### src/rtl/rtc_pkg.sv
package rtc_pkg;
  typedef struct packed {
    logic wrSec;
    logic wrAlm;
    logic wrDiv;
    logic wrStat;
  } rtcStrobe_t;

  typedef enum logic [2:0] {
    RD_NONE = 3'd0,
    RD_SEC  = 3'd1,
    RD_ALM  = 3'd2,
    RD_DIV  = 3'd3,
    RD_STAT = 3'd4
  } rtcRdSel_t;
endpackage

### src/rtl/rtc_ctrl.sv
module rtc_ctrl
  import rtc_pkg::*;
#(
  parameter int MAP_SEL = 0,
  parameter int AW      = 5,
  parameter int DW      = 32
) (
  input  logic [AW-1:0] busAddr,
  input  logic          busWe,
  input  logic [DW-1:0] secVal,
  input  logic [DW-1:0] almVal,
  input  logic [DW-1:0] divVal,
  input  logic [3:0]    statVal,
  output rtcStrobe_t    strobe,
  output logic [DW-1:0] busRData
);
  logic [AW-1:0] offSec, offAlm, offDiv, offStat;
  rtcRdSel_t rdSel;

  generate
    if (MAP_SEL == 0) begin : g_mapA
      assign offAlm  = AW'(5'h00);
      assign offSec  = AW'(5'h04);
      assign offDiv  = AW'(5'h08);
      assign offStat = AW'(5'h10);
    end else begin : g_mapB
      assign offSec  = AW'(5'h00);
      assign offAlm  = AW'(5'h04);
      assign offStat = AW'(5'h08);
      assign offDiv  = AW'(5'h0C);
    end
  endgenerate

  always_comb begin
    rdSel = RD_NONE;
    if (busAddr == offSec)       rdSel = RD_SEC;
    else if (busAddr == offAlm)  rdSel = RD_ALM;
    else if (busAddr == offDiv)  rdSel = RD_DIV;
    else if (busAddr == offStat) rdSel = RD_STAT;
  end

  always_comb begin
    strobe        = '0;
    strobe.wrSec  = busWe && (rdSel == RD_SEC);
    strobe.wrAlm  = busWe && (rdSel == RD_ALM);
    strobe.wrDiv  = busWe && (rdSel == RD_DIV);
    strobe.wrStat = busWe && (rdSel == RD_STAT);
  end

  always_comb begin
    case (rdSel)
      RD_SEC:  busRData = secVal;
      RD_ALM:  busRData = almVal;
      RD_DIV:  busRData = divVal;
      RD_STAT: busRData = {{(DW-4){1'b0}}, statVal};
      default: busRData = '0;
    endcase
  end
endmodule

### src/rtl/rtc_dpath.sv
module rtc_dpath
  import rtc_pkg::*;
#(
  parameter int DW         = 32,
  parameter int DIVW       = 16,
  parameter int TRIMW      = 10,
  parameter int TRIM_EVERY = 1024,
  parameter int DEF_DIV    = 32767
) (
  input  logic          clk,
  input  logic          rstN,
  input  rtcStrobe_t    strobe,
  input  logic [DW-1:0] wData,
  output logic [DW-1:0] secVal,
  output logic [DW-1:0] almVal,
  output logic [DW-1:0] divVal,
  output logic [3:0]    statVal,
  output logic          irqHz,
  output logic          irqAlarm
);
  localparam int TCW = (TRIM_EVERY > 1) ? $clog2(TRIM_EVERY) : 1;
  localparam int RW  = DIVW + TRIMW;
  localparam int SW  = DIVW + 2;
  localparam int PW  = DIVW + 1;

  logic [RW-1:0]         divReg;
  logic [PW-1:0]         presc, term;
  logic [TCW-1:0]        tickCnt;
  logic [DIVW-1:0]       divEff;
  logic signed [TRIMW-1:0] trimVal;
  logic signed [SW-1:0]  termWide;
  logic                  trimNow, tick;
  logic [DW-1:0]         secs, almReg, secNext;
  logic                  secLoad, alarmHit;
  logic                  hzEn, alEn, hzFlag, alFlag;

  // prescaler terminal count, with trim on the last period of a group
  assign divEff   = (divReg[DIVW-1:0] == '0) ? DIVW'(DEF_DIV) : divReg[DIVW-1:0];
  assign trimVal  = divReg[RW-1:DIVW];
  assign trimNow  = (32'(tickCnt) == TRIM_EVERY - 1);
  assign termWide = $signed({2'b00, divEff}) +
                    (trimNow ? {{(SW-TRIMW){trimVal[TRIMW-1]}}, trimVal} : SW'(0));
  assign term     = termWide[SW-1] ? '0 : termWide[PW-1:0];
  assign tick     = !strobe.wrDiv && (presc >= term);

  always_ff @(posedge clk or negedge rstN) begin
    if (!rstN) begin
      presc   <= '0;
      tickCnt <= '0;
      divReg  <= '0;
    end else if (strobe.wrDiv) begin
      presc   <= '0;
      tickCnt <= '0;
      divReg  <= wData[RW-1:0];
    end else if (tick) begin
      presc   <= '0;
      tickCnt <= trimNow ? '0 : tickCnt + 1'b1;
    end else begin
      presc   <= presc + 1'b1;
    end
  end

  // seconds and alarm
  assign secLoad  = strobe.wrSec || tick;
  assign secNext  = strobe.wrSec ? wData : secs + 1'b1;
  assign alarmHit = secLoad && (secNext == almReg);

  always_ff @(posedge clk or negedge rstN) begin
    if (!rstN) begin
      secs   <= '0;
      almReg <= '0;
    end else begin
      if (secLoad)      secs   <= secNext;
      if (strobe.wrAlm) almReg <= wData;
    end
  end

  // status: enables read/write, flags write-one-to-clear with set priority
  always_ff @(posedge clk or negedge rstN) begin
    if (!rstN) begin
      hzEn   <= 1'b0;
      alEn   <= 1'b0;
      hzFlag <= 1'b0;
      alFlag <= 1'b0;
    end else begin
      if (strobe.wrStat) begin
        hzEn <= wData[3];
        alEn <= wData[2];
      end
      hzFlag <= tick     || (hzFlag && !(strobe.wrStat && wData[1]));
      alFlag <= alarmHit || (alFlag && !(strobe.wrStat && wData[0]));
    end
  end

  assign secVal   = secs;
  assign almVal   = almReg;
  assign divVal   = DW'(divReg);
  assign statVal  = {hzEn, alEn, hzFlag, alFlag};
  assign irqHz    = hzFlag && hzEn;
  assign irqAlarm = alFlag && alEn;

  AST_SEC_LOAD: assert property (@(posedge clk) disable iff (!rstN)
    strobe.wrSec |=> secs == $past(wData));
  AST_SEC_STEP: assert property (@(posedge clk) disable iff (!rstN)
    (tick && !strobe.wrSec) |=> secs == $past(secs) + 1'b1);
  AST_SEC_HOLD: assert property (@(posedge clk) disable iff (!rstN)
    (!tick && !strobe.wrSec) |=> $stable(secs));
  AST_HZ_SET: assert property (@(posedge clk) disable iff (!rstN)
    tick |=> hzFlag);
  AST_AL_CLEAR: assert property (@(posedge clk) disable iff (!rstN)
    (strobe.wrStat && wData[0] && !alarmHit) |=> !alFlag);
  AST_DIV_RESTART: assert property (@(posedge clk) disable iff (!rstN)
    strobe.wrDiv |=> !$past(tick) && $stable(secs) || $past(strobe.wrSec));
endmodule

### src/rtl/rtcTop.sv
module rtcTop
  import rtc_pkg::*;
#(
  parameter int MAP_SEL    = 0,
  parameter int TRIM_EVERY = 1024
) (
  input  logic        clk,
  input  logic        rstN,
  input  logic [4:0]  busAddr,
  input  logic        busWe,
  input  logic [31:0] busWData,
  output logic [31:0] busRData,
  output logic        irqHz,
  output logic        irqAlarm
);
  rtcStrobe_t  strobe;
  logic [31:0] secVal, almVal, divVal;
  logic [3:0]  statVal;

  rtc_ctrl #(.MAP_SEL(MAP_SEL), .AW(5), .DW(32)) u_ctrl (
    .busAddr (busAddr),
    .busWe   (busWe),
    .secVal  (secVal),
    .almVal  (almVal),
    .divVal  (divVal),
    .statVal (statVal),
    .strobe  (strobe),
    .busRData(busRData)
  );

  rtc_dpath #(.DW(32), .DIVW(16), .TRIMW(10), .TRIM_EVERY(TRIM_EVERY), .DEF_DIV(32767)) u_dpath (
    .clk     (clk),
    .rstN    (rstN),
    .strobe  (strobe),
    .wData   (busWData),
    .secVal  (secVal),
    .almVal  (almVal),
    .divVal  (divVal),
    .statVal (statVal),
    .irqHz   (irqHz),
    .irqAlarm(irqAlarm)
  );
endmodule

### config.mk
export PLATFORM = sky130hd
export DESIGN_NAME = rtcTop
export DESIGN_NICKNAME = d
export VERILOG_FILES = /design/src/rtl/rtc_pkg.sv /design/src/rtl/rtc_ctrl.sv /design/src/rtl/rtc_dpath.sv /design/src/rtl/rtcTop.sv
export SDC_FILE = /design/constraint.sdc
export NUM_CORES = 1
export LEC_CHECK = 0
export BUFFER_PORTS_ARGS = -buffer_cell sky130_fd_sc_hd__buf_4
export CORE_UTILIZATION = 66
export DETAILED_ROUTE_END_ITERATION = 10
export PLACE_DENSITY = 0.85
export SYNTH_ARGS = -nofsm -noshare
export SYNTH_HDL_FRONTEND = slang
export SYNTH_HIERARCHICAL = 1
export SYNTH_SLANG_ARGS = --single-unit
### constraint.sdc
create_clock -name clk -period 13.3 [get_ports clk]
set_clock_uncertainty 0.15 [all_clocks]
set_input_delay 0.665 -clock clk [delete_from_list [all_inputs] [get_ports clk]]
set_output_delay 0.665 -clock clk [all_outputs]
set_load 0.005 [all_outputs]
After elaboration in Yosys (flattened, before gate mapping):

Cells that the tools add are included.

* add/sub/neg operators: 4
* $lt $le $gt $ge: 1
* equality and inequality tests: 9
* muxes and demuxes: 14
* reduce and logical (&&, ||, !) cells: 21

Operators by type and width (count)
* 32-bit case mux with 4 select lines: 1
* 17-bit 2-to-1 mux: 3
* 32-bit by 1-bit adder with 32-bit output, second input constant: 1
* 32-bit equality test: 1
* 32-bit 2-to-1 mux: 1
* 10-bit 2-to-1 mux: 3
* 16-bit by 18-bit adder with 18-bit output: 1
* 18-bit 2-to-1 mux: 1
* 17-bit by 1-bit adder with 17-bit output, second input constant: 1
* 17-bit greater-or-equal comparator: 1
* 16-bit logical NOT: 1
* 16-bit 2-to-1 mux: 1
* 1-bit logical AND: 12
* 3-bit 2-to-1 mux: 4
* 10-bit by 1-bit adder with 10-bit output, second input constant: 1
* 10-bit equality test, second input constant: 1
* 3-bit by 2-bit equality test with 1-bit output, second input constant: 2
* 5-bit by 3-bit equality test with 1-bit output, second input constant: 1
* 5-bit by 4-bit equality test with 1-bit output, second input constant: 1
* 5-bit equality test, second input constant: 1
* 5-bit logical NOT: 1
* 3-bit by 1-bit equality test with 1-bit output, second input constant: 1
* 3-bit equality test, second input constant: 1
* 1-bit logical NOT: 3
* 2 further kinds: 4

* register bits after elaboration: 121
* bits of input ports: 40
* output and inout bits: 34

Longest topological paths before layout:

Gate-level depths: netlist of run 1.

* word-level depth: 12
* depth in mapped cells: 30
* gate-level depth less buffers: 25

Hierarchy:

The synthesis of run 1 kept the hierarchy.

Modules (own cells, without submodules)
* rtc_dpath: instances 1, cells an instance 941, area each 8625.8 um^2, seq. area each 3027.9 um^2
* rtc_ctrl: instances 1, cells an instance 93, area each 850.8 um^2, seq. area each 0.0 um^2

Worst setup path before layout of run 1:

Ideal clock, no wire load.

* path type: register to register
* start point: register u_dpath.tickCnt[0]
* end point: register u_dpath.secs[19] (netlist: u_dpath/secVal[19])
* setup time: 0.137 ns
* arrival time: 5.480 ns
* setup slack: 7.534 ns
* cell stages (with the launch flop): 29
* clock period less this slack: 5.766 ns
* cells stage by stage: dfrtp_1 -> ha_1 -> nand3_1 -> nor2_1 -> and4_1 -> clkbuf_1 -> clkbuf_1 -> nand2_1 -> inv_1 -> ha_1 -> a21o_1 -> a21oi_2 -> o21ai_0 -> a2111oi_1 -> o21ai_1 -> a31oi_1 -> xnor2_1 -> buf_2 -> nand2_1 -> ha_1 -> a21oi_1 -> o21ai_0 -> o2111a_1 -> o211ai_1 -> nand2_1 -> buf_2 -> a21o_1 -> a21oi_1 -> a21oi_1

* longest elaborated chain between the ends: 7

Ends and longest elaborated chain
* from (decl): line rtc_dpath.sv:28 `logic [TCW-1:0] tickCnt;`
* from (signal assigned): line rtc_dpath.sv:57 `tickCnt <= trimNow ? '0 : tickCnt + 1'b1;`
* 10-bit equality test: line rtc_dpath.sv:40 `assign trimNow = (32'(tickCnt) == TRIM_EVERY - 1);`
* 18-bit 2-to-1 mux: line rtc_dpath.sv:42 `(trimNow ? {{(SW-TRIMW){trimVal[TRIMW-1]}}, trimVal} : SW'(0));`
* 16-bit by 18-bit adder with 18-bit output: line rtc_dpath.sv:41 `assign termWide = $signed({2'b00, divEff}) +`
* 17-bit 2-to-1 mux: line rtc_dpath.sv:43 `assign term = termWide[SW-1] ? '0 : termWide[PW-1:0];`
* 17-bit greater-or-equal comparator: line rtc_dpath.sv:44 `assign tick = !strobe.wrDiv && (presc >= term);`
* 1-bit logical AND: line rtc_dpath.sv:44
* 1-bit logical OR: line rtc_dpath.sv:64 `assign secLoad = strobe.wrSec || tick;`
* to (signal assigned): line rtc_dpath.sv:73 `if (secLoad) secs <= secNext;`
* to (decl): line rtc_dpath.sv:33 `logic [DW-1:0] secs, almReg, secNext;`

No other way between the ends.
A chain may end at the register's enable or synchronous reset.

Worst setup path after layout of run 1:

* start point: register u_dpath.tickCnt[0]
* end point: register u_dpath.secs[5] (netlist: u_dpath/secVal[5])

The elaborated chain is that of the path after synthesis.

==> results of run 1 <==
[per-layer routing]
metal / vias up / GRT usage, % / share of wire [%]
met1: 4070 / 46.61 / 39
li1: 3794 / - / -
met5: - / 0 / 0
met2: 460 / 64.80 / 48
met3: 106 / 7.631 / 7.7
met4: 0 / 21.99 / 5.0
[Yosys cell counts (all sizes together) (6+ instances only)]
cell type / number / share of area (%)
mux2: 57 / 6.8
and3: 17 / 1.2
o22ai: 9 / 0.59
o21a: 6 / 0.48
xnor2: 70 / 6.5
xor2: 51 / 4.7
dfrtp: 121 / 32
and4: 7 / 0.71
ha: 37 / 4.9
nor2b: 14 / 0.92
nand2: 96 / 3.8
nor2: 70 / 2.9
buf: 37 / 2.6
nor4: 13 / 1.2
a21oi: 53 / 2.8
clkbuf: 25 / 1.3
a31oi: 6 / 0.40
o2bb2ai: 28 / 3.2
inv: 24 / 0.95
or3: 10 / 0.66
o21ai: 49 / 2.6
a21o: 9 / 0.71
nand4: 27 / 2.0
nand3: 43 / 2.7
nand2b: 24 / 1.6
nor3: 12 / 0.75
and2: 17 / 1.1
mux2i: 35 / 3.7
[flip-flops by register name, indices dropped and copies added, names as in the netlist]
| signal | cells |
|---|---|
| u_dpath/alEn | 1 |
| u_dpath/alFlag | 1 |
| u_dpath/almVal | 32 |
| u_dpath/divReg | 26 |
| u_dpath/hzEn | 1 |
| u_dpath/hzFlag | 1 |
| u_dpath/presc | 17 |
| u_dpath/secVal | 32 |
| u_dpath/tickCnt | 10 |
[power groups by stage]
stage | Combinational (mW) | Clock [mW] | Sequential (mW)
2_1_floorplan | 0.382 | 0 | 0.542
3_3_place_gp | 0.452 | 0 | 0.600
3_5_place_dp | 0.465 | 0 | 0.605
4_1_cts | 0.472 | 0.463 | 0.600
5_1_grt | 0.525 | 0.479 | 0.619
6_report | 0.482 | 0.461 | 0.605
[cells in the final DEF (no fill, tap or decap), drive strengths merged, types with 6 or more instances in the layout]
cell,count
o21a,6
or3,10
xor2,51
o21ai,49
and2,17
dfrtp,121
conb,6
nor2b,14
and3,17
nand2,96
nor4,13
mux2,57
buf,79
ha,37
a21o,9
mux2i,35
nor3,12
o2bb2ai,28
nand2b,24
o22ai,9
a21oi,53
nand3,43
nor2,70
nand4,27
xnor2,70
inv,24
clkbuf,24
and4,7
a31oi,6
[metrics by stage]
stage	std cells	hold WS [ps]	instance area (sq um)
6_report	1266	166.3	10540
5_1_grt	1266	214.2	10540
4_1_cts	1266	185.0	10540
3_5_place_dp	1236	339.6	9958
3_3_place_gp	1236	345.4	9958
2_1_floorplan	1039	219.4	9495
[worst paths after layout]
check / from / endpoint / slack [ps] / depth (start not counted)
setup / recovery: u_dpath/tickCnt[0] / u_dpath/secVal[5] / 5520 / 24
hold / removal: rstN / u_dpath/presc[2] / 170 / 1
setup reg to reg: u_dpath/tickCnt[0] / u_dpath/secVal[5] / 5520 / 24
hold reg to reg: u_dpath/hzFlag / u_dpath/hzFlag / 360 / 1
max in group asynchronous: rstN / u_dpath/hzFlag / 11500 / 2
min in group clk: busWData[28] / u_dpath/secVal[28] / 340 / 3
[cell families (layout without fill, tap and decap cells)]
logic type | count (synthesis) | in the layout | synth area share (%)
simple gates | 364 | 364 | 20.95
compound gates | 211 | 211 | 15.47
xor+xnor | 121 | 121 | 11.18
flops | 121 | 121 | 31.95
mux | 92 | 92 | 10.47
buf+inv | 86 | 133 | 4.832
fa+ha+maj | 38 | 38 | 5.096
other cells | 1 | 6 | 0.03957
[worst register-to-register path, stage by stage, from the launching register on]
cell	delay [ps]
dfrtp_1	420
ha_1	220
nand3_1	80
nor2_1	130
and4_1	570
nand2_1	200
inv_1	290
ha_1	340
a21o_1	200
a21oi_1	130
o21ai_1	140
a2111oi_1	470
o21ai_1	170
a31oi_1	220
xnor2_1	530
nand2_1	130
ha_1	360
a21oi_1	120
o21ai_0	90
o2111a_1	280
o211ai_1	800
nand2_1	900
nand3_1	390
xor2_1	200
o21ai_0	110
[cell type report]
| cell class | instances | area, sq um | share of cell area, % |
|---|---|---|---|
| repair buffers | 79 | 593.1 | 5.627 |
| inverters | 24 | 90.09 | 0.8547 |
| well taps | 180 | 225.2 | 2.137 |
| clock buffers | 24 | 491.7 | 4.665 |
| multi-input cells | 832 | 6022 | 57.13 |
| clock inverters | 6 | 90.09 | 0.8547 |
| flip-flops and latches | 121 | 3028 | 28.73 |
==> impl_metrics.py, run 1 <==
metrics = {
    "setup_path": {
        "crit_type": "flip-flop to flip-flop",
        "critPathSlowestCell": "nand2_1",
        "critPathTopFamily": "compound AO/OA/AOI/OAI gates",
        "crit_path_end_kind": "flip-flop",
        "cpPeakStageDelay_ps": 900,
        "path_buf_inv": 1,
        "cp-start-kind": "flip-flop",
        "cp.arrival_ps": 7890,
        "path_max_fanout": 25,
        "required_ps": 13410,
        "path_cells": "ha_1, nand3_1, nor2_1, and4_1, nand2_1, inv_1, ha_1, a21o_1, a21oi_1, o21ai_1, a2111oi_1, o21ai_1, a31oi_1, xnor2_1, nand2_1, ha_1, a21oi_1, o21ai_0, o2111a_1, o211ai_1, nand2_1, nand3_1, xor2_1, o21ai_0",
    },
    "timing": {
        "max_slew_margin_pct": 20.52,
        "layout_min_cycle_time_ps": 7783,
        "finalMaxSlewViolations": 0,
        "period_share_pct": 58.52,
        "rsz0062_at_grt": "no",
        "setup-tns-final_ps": 0,
        "finalSetupViolCount": 0,
        "fin_ws_ps": 5517,
        "finalHoldViolCount": 0,
        "worstMarginPinSlew_ps": 1184,
        "max_freq_ghz": 0.1285,
    },
    "final_layout": {
        "diodes": 0,
        "syn2layout_area_growth_pct": 11.22,
        "fin_util_pct": 75.64,
        "fill_cells": 1009,
        "drive_gt1_share_pct": 18.60,
        "nNetsFinal": 1153,
    },
    "floorplan": {
        "initial_core_util_pct": 68.01,
        "die_x_microns": 121.8,
        "core_sq_mm": 0.01393,
        "io-pin-count": 74,
        "placementRows": 43,
        "design.die.area_sq_mm": 0.01484,
        "fp.dieH_microns": 121.8,
    },
    "clock_network": {
        "cts_resized": 0,
        "cts.sinks": 121,
        "holdBufCountCts": 0,
        "clk_pin_slew_worst_paths_ps": 60,
        "h-tree-depth": 4,
        "clockBufferDepth": 2,
        "numCtsBuffers": 17,
        "worstSkewPairLatency_ps": 420,
        "cts_tree": "yes",
        "post_cts_buffers": 0,
        "root_buffer": "clkbuf_16",
    },
    "routing": {
        "wl_per_cell_microns": 21.80,
        "vias": 8430,
        "ant_nets": 0,
        "drt_iter0_drc": 920,
        "dr.pass1.iters": 5,
        "via_per_inst": 6.659,
        "drt-total-wl_microns": 27600,
        "drc": 0,
    },
    "power": {
        "p_comb_share_pct": 31.1,
        "p_leak_nw": 4.522,
        "p_per_area_mw_per_mm2": 146.9,
        "power.internal_uw": 969.4,
        "switching_share_pct": 37.37,
        "power_frac_clock_pct": 29.8,
        "p_seq_share_pct": 39.1,
        "ir_drop_mv": 0.1097,
        "p_total_mw": 1.548,
        "p_switching_uw": 578.5,
    },
    "logic_synthesis": {
        "syn_inst": 1034,
        "ys.warnings.count": 6,
        "ys_dominant_reg_cell": "dfrtp_1",
        "synth_seq_cells": 121,
        "synthDistinctLibCells": 85,
        "synth.avg_cell_area_sq_um": 9.165,
        "async_flop_share_pct": 100.0,
        "synth_area_sq_mm": 0.009477,
        "synth-edff-count": 0,
        "yosysSeqAreaShare_pct": 31.95,
    },
    "placement": {
        "dp_worst_setup_slack_ps": 5861,
        "port-buffer-count": 73,
        "dpl.hpwl_microns": 19880,
        "routabilityCongestion": 1.003,
    },
    "global_route": {
        "grt_pass1_wl_microns": 43320,
        "grt_max_degree": 69,
        "grt_pass1_vias": 8136,
        "grt_overflow": 0,
        "antenna_found_initial": 0,
        "track_usage_pct": 38.80,
    },
    "run_status": {
        "status": "finished clean",
    },
    "hold_path": {
        "worstHoldPathType": "primary input to async pin",
    },
    "job": {
        "cap_violations": 0,
    },
}
Power figures use the tool's default switching activity.
==> run 2, diff against run 1 <==
--- a/config.mk
+++ b/config.mk
@@ -6,9 +6,9 @@
 export NUM_CORES = 1
 export LEC_CHECK = 0
 export BUFFER_PORTS_ARGS = -buffer_cell sky130_fd_sc_hd__buf_4
-export CORE_UTILIZATION = 66
+export CORE_UTILIZATION = 56
 export DETAILED_ROUTE_END_ITERATION = 10
-export PLACE_DENSITY = 0.85
+export PLACE_DENSITY = 0.76
 export SYNTH_ARGS = -nofsm -noshare
 export SYNTH_HDL_FRONTEND = slang
 export SYNTH_HIERARCHICAL = 1
==> constraint.sdc (replaced) <==
create_clock -name clk -period 6.65 [get_ports clk]
set_clock_uncertainty 0.15 [all_clocks]
set_input_delay 0.3325 -clock clk [delete_from_list [all_inputs] [get_ports clk]]
set_output_delay 0.3325 -clock clk [all_outputs]
set_load 0.005 [all_outputs]
==> impl_metrics.py, run 2 (same netlist as run 1, synthesis figures left out) <==
metrics = {
    "placement": {
        "port-buffer-count": 73,
        "dp_cells": 1284,
        "dp_worst_setup_slack_ps": 669.8,
        "postPlaceCellArea_sq_mm": 0.01007,
        "routabilityCongestion": 1.031,
        "dpl.hpwl_microns": 20590,
    },
    "power": {
        "switching_share_pct": 37.95,
        "p_comb_share_pct": 31.3,
        "power_frac_clock_pct": 29.3,
        "p_seq_share_pct": 39.4,
        "p_per_area_mw_per_mm2": 289.3,
        "p_switching_mw": 1.172,
        "power.internal_mw": 1.916,
        "p_leak_nw": 4.574,
        "ir_drop_mv": 0.2247,
    },
    "timing": {
        "worstMarginPinSlew_ps": 833.2,
        "max_freq_ghz": 0.1659,
        "finalHoldViolCount": 0,
        "finalMaxSlewViolations": 0,
        "layout_min_cycle_time_ps": 6027,
        "finalSetupViolCount": 0,
        "setup-tns-final_ps": 0,
        "rsz0062_at_grt": "no",
        "fin_ws_ps": 623.2,
        "whs_ps": 13.02,
        "max_slew_margin_pct": 44.46,
        "period_share_pct": 90.63,
    },
    "global_route": {
        "track_usage_pct": 33.24,
        "grt_pass1_vias": 8156,
        "grt_overflow": 0,
        "antenna_found_initial": 0,
        "grt_max_degree": 66,
        "grt_pass1_wl_microns": 44430,
    },
    "floorplan": {
        "design.die.area_sq_mm": 0.01745,
        "initial_core_util_pct": 57.35,
        "core_sq_mm": 0.01652,
        "placementRows": 47,
        "io-pin-count": 74,
        "die_x_microns": 132.1,
        "fp.dieH_microns": 132.1,
    },
    "routing": {
        "dr.pass1.iters": 5,
        "drt_iter0_drc": 888,
        "drt-total-wl_microns": 28110,
        "vias": 8233,
        "ant_nets": 0,
        "wl_per_cell_microns": 21.33,
        "via_per_inst": 6.247,
        "drc": 0,
    },
    "clock_network": {
        "clk_pin_slew_worst_paths_ps": 60,
        "worstSkewPairLatency_ps": 420,
        "h-tree-depth": 4,
        "cts.sinks": 121,
        "cts_tree": "yes",
        "clockBufferDepth": 2,
        "post_cts_buffers": 0,
        "numCtsBuffers": 17,
        "root_buffer": "clkbuf_16",
    },
    "final_layout": {
        "stdcell_count": 1318,
        "final_area_sq_mm": 0.01067,
        "nNetsFinal": 1164,
        "drive_gt1_share_pct": 19.40,
        "syn2layout_area_growth_pct": 12.61,
        "diodes": 0,
        "final_common_cell": "dfrtp_1",
        "final_cell_mix": "dfrtp_1 (121), nand2_1 (96), buf_4 (87), xnor2_1 (70), nor2_1 (67)",
    },
    "run_status": {
        "status": "finished clean",
    },
    "setup_path": {
        "crit_path_end_kind": "flip-flop",
        "path_buf_inv": 3,
        "cp-startpoint": "u_dpath/tickCnt[0]",
        "r2r_cells": 25,
        "cp-start-kind": "flip-flop",
        "cpMostUsedCell": "nand2_1",
        "r2r-start": "u_dpath/tickCnt[0]",
        "reg2reg_to": "u_dpath/tickCnt[3]",
        "path_max_fanout": 16,
        "cp.arrival_ps": 6220,
        "crit_type": "flip-flop to flip-flop",
        "reg2reg_slack_ps": 620,
        "cpPeakStageDelay_ps": 530,
        "critPathTopFamily": "compound AO/OA/AOI/OAI gates",
        "required_ps": 6840,
        "critPathSlowestCell": "or4_1",
    },
    "hold_path": {
        "hold_depth": 3,
        "worstHoldPathType": "primary input to flip-flop",
        "min_from": "busWData[30]",
        "hold_end": "u_dpath/almVal[30]",
    },
    "job": {
        "cap_violations": 0,
    },
}
==> run 2: cell types whose count changed in the layout (fill, tap and decap cells not counted), sizes merged <==
cell and change:
dlygate4sd3 +3, inv +1, buf +8, clkbuf -4
clkinvlp -1, clkinv +5
==> run 2: worst reg2reg max path, cell delays in order (launching register included) <==
cell and delay (ps):
dfrtp_1 410, ha_1 210, nand3_1 80, nor2_1 120
and4_1 390, nand2_1 160, inv_1 110, buf_4 170
ha_1 300, nand3_1 120, o21ai_1 140, a2111oi_1 520
o21ai_1 170, a31oi_1 230, xnor2_1 160, buf_4 220
nand2_1 80, ha_1 310, nand2_1 50, o21ai_0 170
o2111a_1 260, nor3_1 60, o21ai_1 360, nand2_1 310
or4_1 530, a21oi_1 140
==> run 2: through the flow <==
stage / power [mW] / utilization [%]
6_report: 3.087 / 64.58
5_1_grt: 3.254 / 64.58
4_1_cts: 3.074 / 64.56
3_5_place_dp: 2.157 / 60.93
3_3_place_gp: 2.134 / 60.93
2_1_floorplan: 1.849 / -
==> run 2: final cells by class <==
class | count | area, sq um
tap | 220 | 275.3
inverter | 24 | 90.09
sequential | 121 | 3028
clock inverter | 11 | 123.9
timing repair buffer | 90 | 683.2
clock buffer | 20 | 446.7
fill | 1433 | 5853
multi-input combinational | 832 | 6025
==> run 2: routing by layer <==
layer  global-route usage (%)  up-vias  share of wire, %
li1                         -     3818                 -
met1                    42.68     4000                42
met2                    54.00      342                47
met3                    6.421       73               6.3
met4                    15.76        0               4.1
met5                        0        -                 0
==> run 2: repair_timing <==
action / 4_1_cts / 5_1_grt
hold buffers: 3 / 0
endpoints found under the hold margin: 58 / 0
gates resized for setup: 0 / 1
endpoints found under the setup margin: 0 / 17
==> run 2: worst max path at each step <==
stage,end,depth (start not counted)
final,u_dpath/tickCnt[3],25
after global routing,u_dpath/tickCnt[5],25
after CTS,u_dpath/presc[7],24
after detailed placement,u_dpath/presc[11],23
after global placement,u_dpath/presc[3],24
after floorplan,u_dpath/secVal[19],28
==> run 2: power groups by stage <==
| stage | logic [mW] | registers, mW | clock network [mW] |
|---|---|---|---|
| 3_5_place_dp | 0.939 | 1.22 | 0 |
| 3_3_place_gp | 0.925 | 1.21 | 0 |
| 6_report | 0.967 | 1.22 | 0.903 |
| 5_1_grt | 1.06 | 1.24 | 0.947 |
| 2_1_floorplan | 0.764 | 1.08 | 0 |
| 4_1_cts | 0.951 | 1.21 | 0.914 |
==> run 3, diff against run 2 <==
--- a/config.mk
+++ b/config.mk
@@ -8,7 +8,7 @@
 export BUFFER_PORTS_ARGS = -buffer_cell sky130_fd_sc_hd__buf_4
 export CORE_UTILIZATION = 56
 export DETAILED_ROUTE_END_ITERATION = 10
-export PLACE_DENSITY = 0.76
+export PLACE_DENSITY = 0.78
 export SYNTH_ARGS = -nofsm -noshare
 export SYNTH_HDL_FRONTEND = slang
 export SYNTH_HIERARCHICAL = 1
==> impl_metrics.py, run 3 (same netlist as run 1, synthesis figures left out) <==
metrics = {
    "clock_network": {
        "clockBufferDepth": 2,
        "root_buffer": "clkbuf_16",
        "numCtsBuffers": 17,
        "post_cts_buffers": 0,
        "h-tree-depth": 4,
        "cts.sinks": 121,
        "clk_pin_slew_worst_paths_ps": 50,
        "worstSkewPairLatency_ps": 420,
        "cts_tree": "yes",
    },
    "timing": {
        "layout_min_cycle_time_ps": 6124,
        "finalSetupViolCount": 0,
        "fin_ws_ps": 526.3,
        "finalMaxSlewViolations": 0,
        "worstMarginPinSlew_ps": 1079,
        "max_freq_ghz": 0.1633,
        "setup-tns-final_ps": 0,
        "max_slew_margin_pct": 28.05,
        "finalHoldViolCount": 0,
        "rsz0062_at_grt": "no",
        "period_share_pct": 92.08,
        "whs_ps": 0.1104,
    },
    "placement": {
        "routabilityCongestion": 0.9810,
        "dp_worst_setup_slack_ps": 334.4,
        "dp_cells": 1286,
        "dpl.hpwl_microns": 20060,
        "port-buffer-count": 73,
        "postPlaceCellArea_sq_mm": 0.01008,
    },
    "setup_path": {
        "path_max_fanout": 25,
        "path_buf_inv": 3,
        "r2r_cells": 25,
        "r2r-start": "u_dpath/tickCnt[0]",
        "crit_type": "flip-flop to flip-flop",
        "cp-start-kind": "flip-flop",
        "cp.arrival_ps": 6310,
        "critPathTopFamily": "compound AO/OA/AOI/OAI gates",
        "reg2reg_to": "u_dpath/secVal[20]",
        "reg2reg_slack_ps": 530,
        "required_ps": 6840,
        "crit_path_end_kind": "flip-flop",
        "cpMostUsedCell": "nand2_1",
        "critPathSlowestCell": "a2111oi_1",
        "cpPeakStageDelay_ps": 510,
    },
    "floorplan": {
        "initial_core_util_pct": 57.35,
        "design.die.area_sq_mm": 0.01745,
        "core_sq_mm": 0.01652,
        "fp.dieH_microns": 132.1,
        "io-pin-count": 74,
        "placementRows": 47,
        "die_x_microns": 132.1,
    },
    "final_layout": {
        "syn2layout_area_growth_pct": 12.73,
        "final_common_cell": "dfrtp_1",
        "diodes": 0,
        "final_cell_mix": "dfrtp_1 (121), nand2_1 (96), buf_4 (89), xnor2_1 (70), nor2_1 (67)",
        "stdcell_count": 1320,
        "nNetsFinal": 1167,
        "final_area_sq_mm": 0.01068,
        "fin_util_pct": 64.65,
        "drive_gt1_share_pct": 19.55,
    },
    "power": {
        "p_total_mw": 3.066,
        "switching_share_pct": 38.12,
        "ir_drop_mv": 0.2624,
        "p_comb_share_pct": 32.0,
        "power.internal_mw": 1.897,
        "power_frac_clock_pct": 28.5,
        "p_switching_mw": 1.169,
        "p_leak_nw": 4.577,
        "p_per_area_mw_per_mm2": 287.0,
        "p_seq_share_pct": 39.6,
    },
    "routing": {
        "drc": 0,
        "drt_iter0_drc": 784,
        "drt-total-wl_microns": 27750,
        "via_per_inst": 6.296,
        "wl_per_cell_microns": 21.02,
        "vias": 8311,
        "ant_nets": 0,
        "dr.pass1.iters": 5,
    },
    "global_route": {
        "grt_max_degree": 63,
        "track_usage_pct": 32.52,
        "grt_pass1_wl_microns": 43610,
        "grt_pass1_vias": 8070,
        "antenna_found_initial": 0,
        "grt_overflow": 0,
    },
    "run_status": {
        "status": "finished clean",
    },
    "hold_path": {
        "hold_end": "u_dpath/secVal[31]",
        "min_from": "busWData[31]",
        "hold_depth": 3,
        "worstHoldPathType": "primary input to flip-flop",
    },
    "job": {
        "cap_violations": 0,
    },
}
run 3: final cells by class:
class	instances	area (sq um)
Tap cell	220	275.3
Fill cell	1378	5842
Clock buffer	23	478.0
Inverter	24	90.09
Multi-Input combinational cell	832	6033
Timing Repair Buffer	93	708.2
Sequential cell	121	3028
Clock inverter	7	70.07
run 3: how the worst max path moves through the flow:
stage | startpoint | end | slack [ps] | depth (start not counted)
5_1_grt | u_dpath/tickCnt[0] | u_dpath/tickCnt[3] | 60 | 25
2_1_floorplan | u_dpath/tickCnt[0] | u_dpath/secVal[19] | 880 | 28
6_report | u_dpath/tickCnt[0] | u_dpath/secVal[20] | 530 | 25
4_1_cts | u_dpath/tickCnt[0] | u_dpath/presc[3] | 290 | 24
3_5_place_dp | u_dpath/tickCnt[0] | u_dpath/presc[3] | 330 | 24
3_3_place_gp | u_dpath/tickCnt[0] | u_dpath/presc[4] | 660 | 24
run 3: power groups by stage:
stage | registers [mW] | logic, mW | clock network (mW)
3_3_place_gp | 1.20 | 0.918 | 0
3_5_place_dp | 1.21 | 0.939 | 0
5_1_grt | 1.24 | 1.06 | 0.909
6_report | 1.21 | 0.981 | 0.872
4_1_cts | 1.20 | 0.955 | 0.880
2_1_floorplan | 1.08 | 0.764 | 0
run 3: worst min-delay path, delay by kind of cell:
kind | cells | cell delay, ps
buf+inv | 1 | 90
simple gates | 1 | 40
compound gates | 1 | 60
run 3: repair_timing:
action                                  4_1_cts  5_1_grt
endpoints found under the setup margin        0       19
endpoints found under the hold margin        64        0
hold buffers                                  4        0
resized for setup                             0        3
run 3: layer usage:
layer  vias up  GRT usage, %  part of all wire, %
met5         -             0                    0
li1       3833             -                    -
met2       368         53.23                   47
met1      4035         41.87                   43
met3        75         5.498                  6.3
met4         0         15.57                  4.1
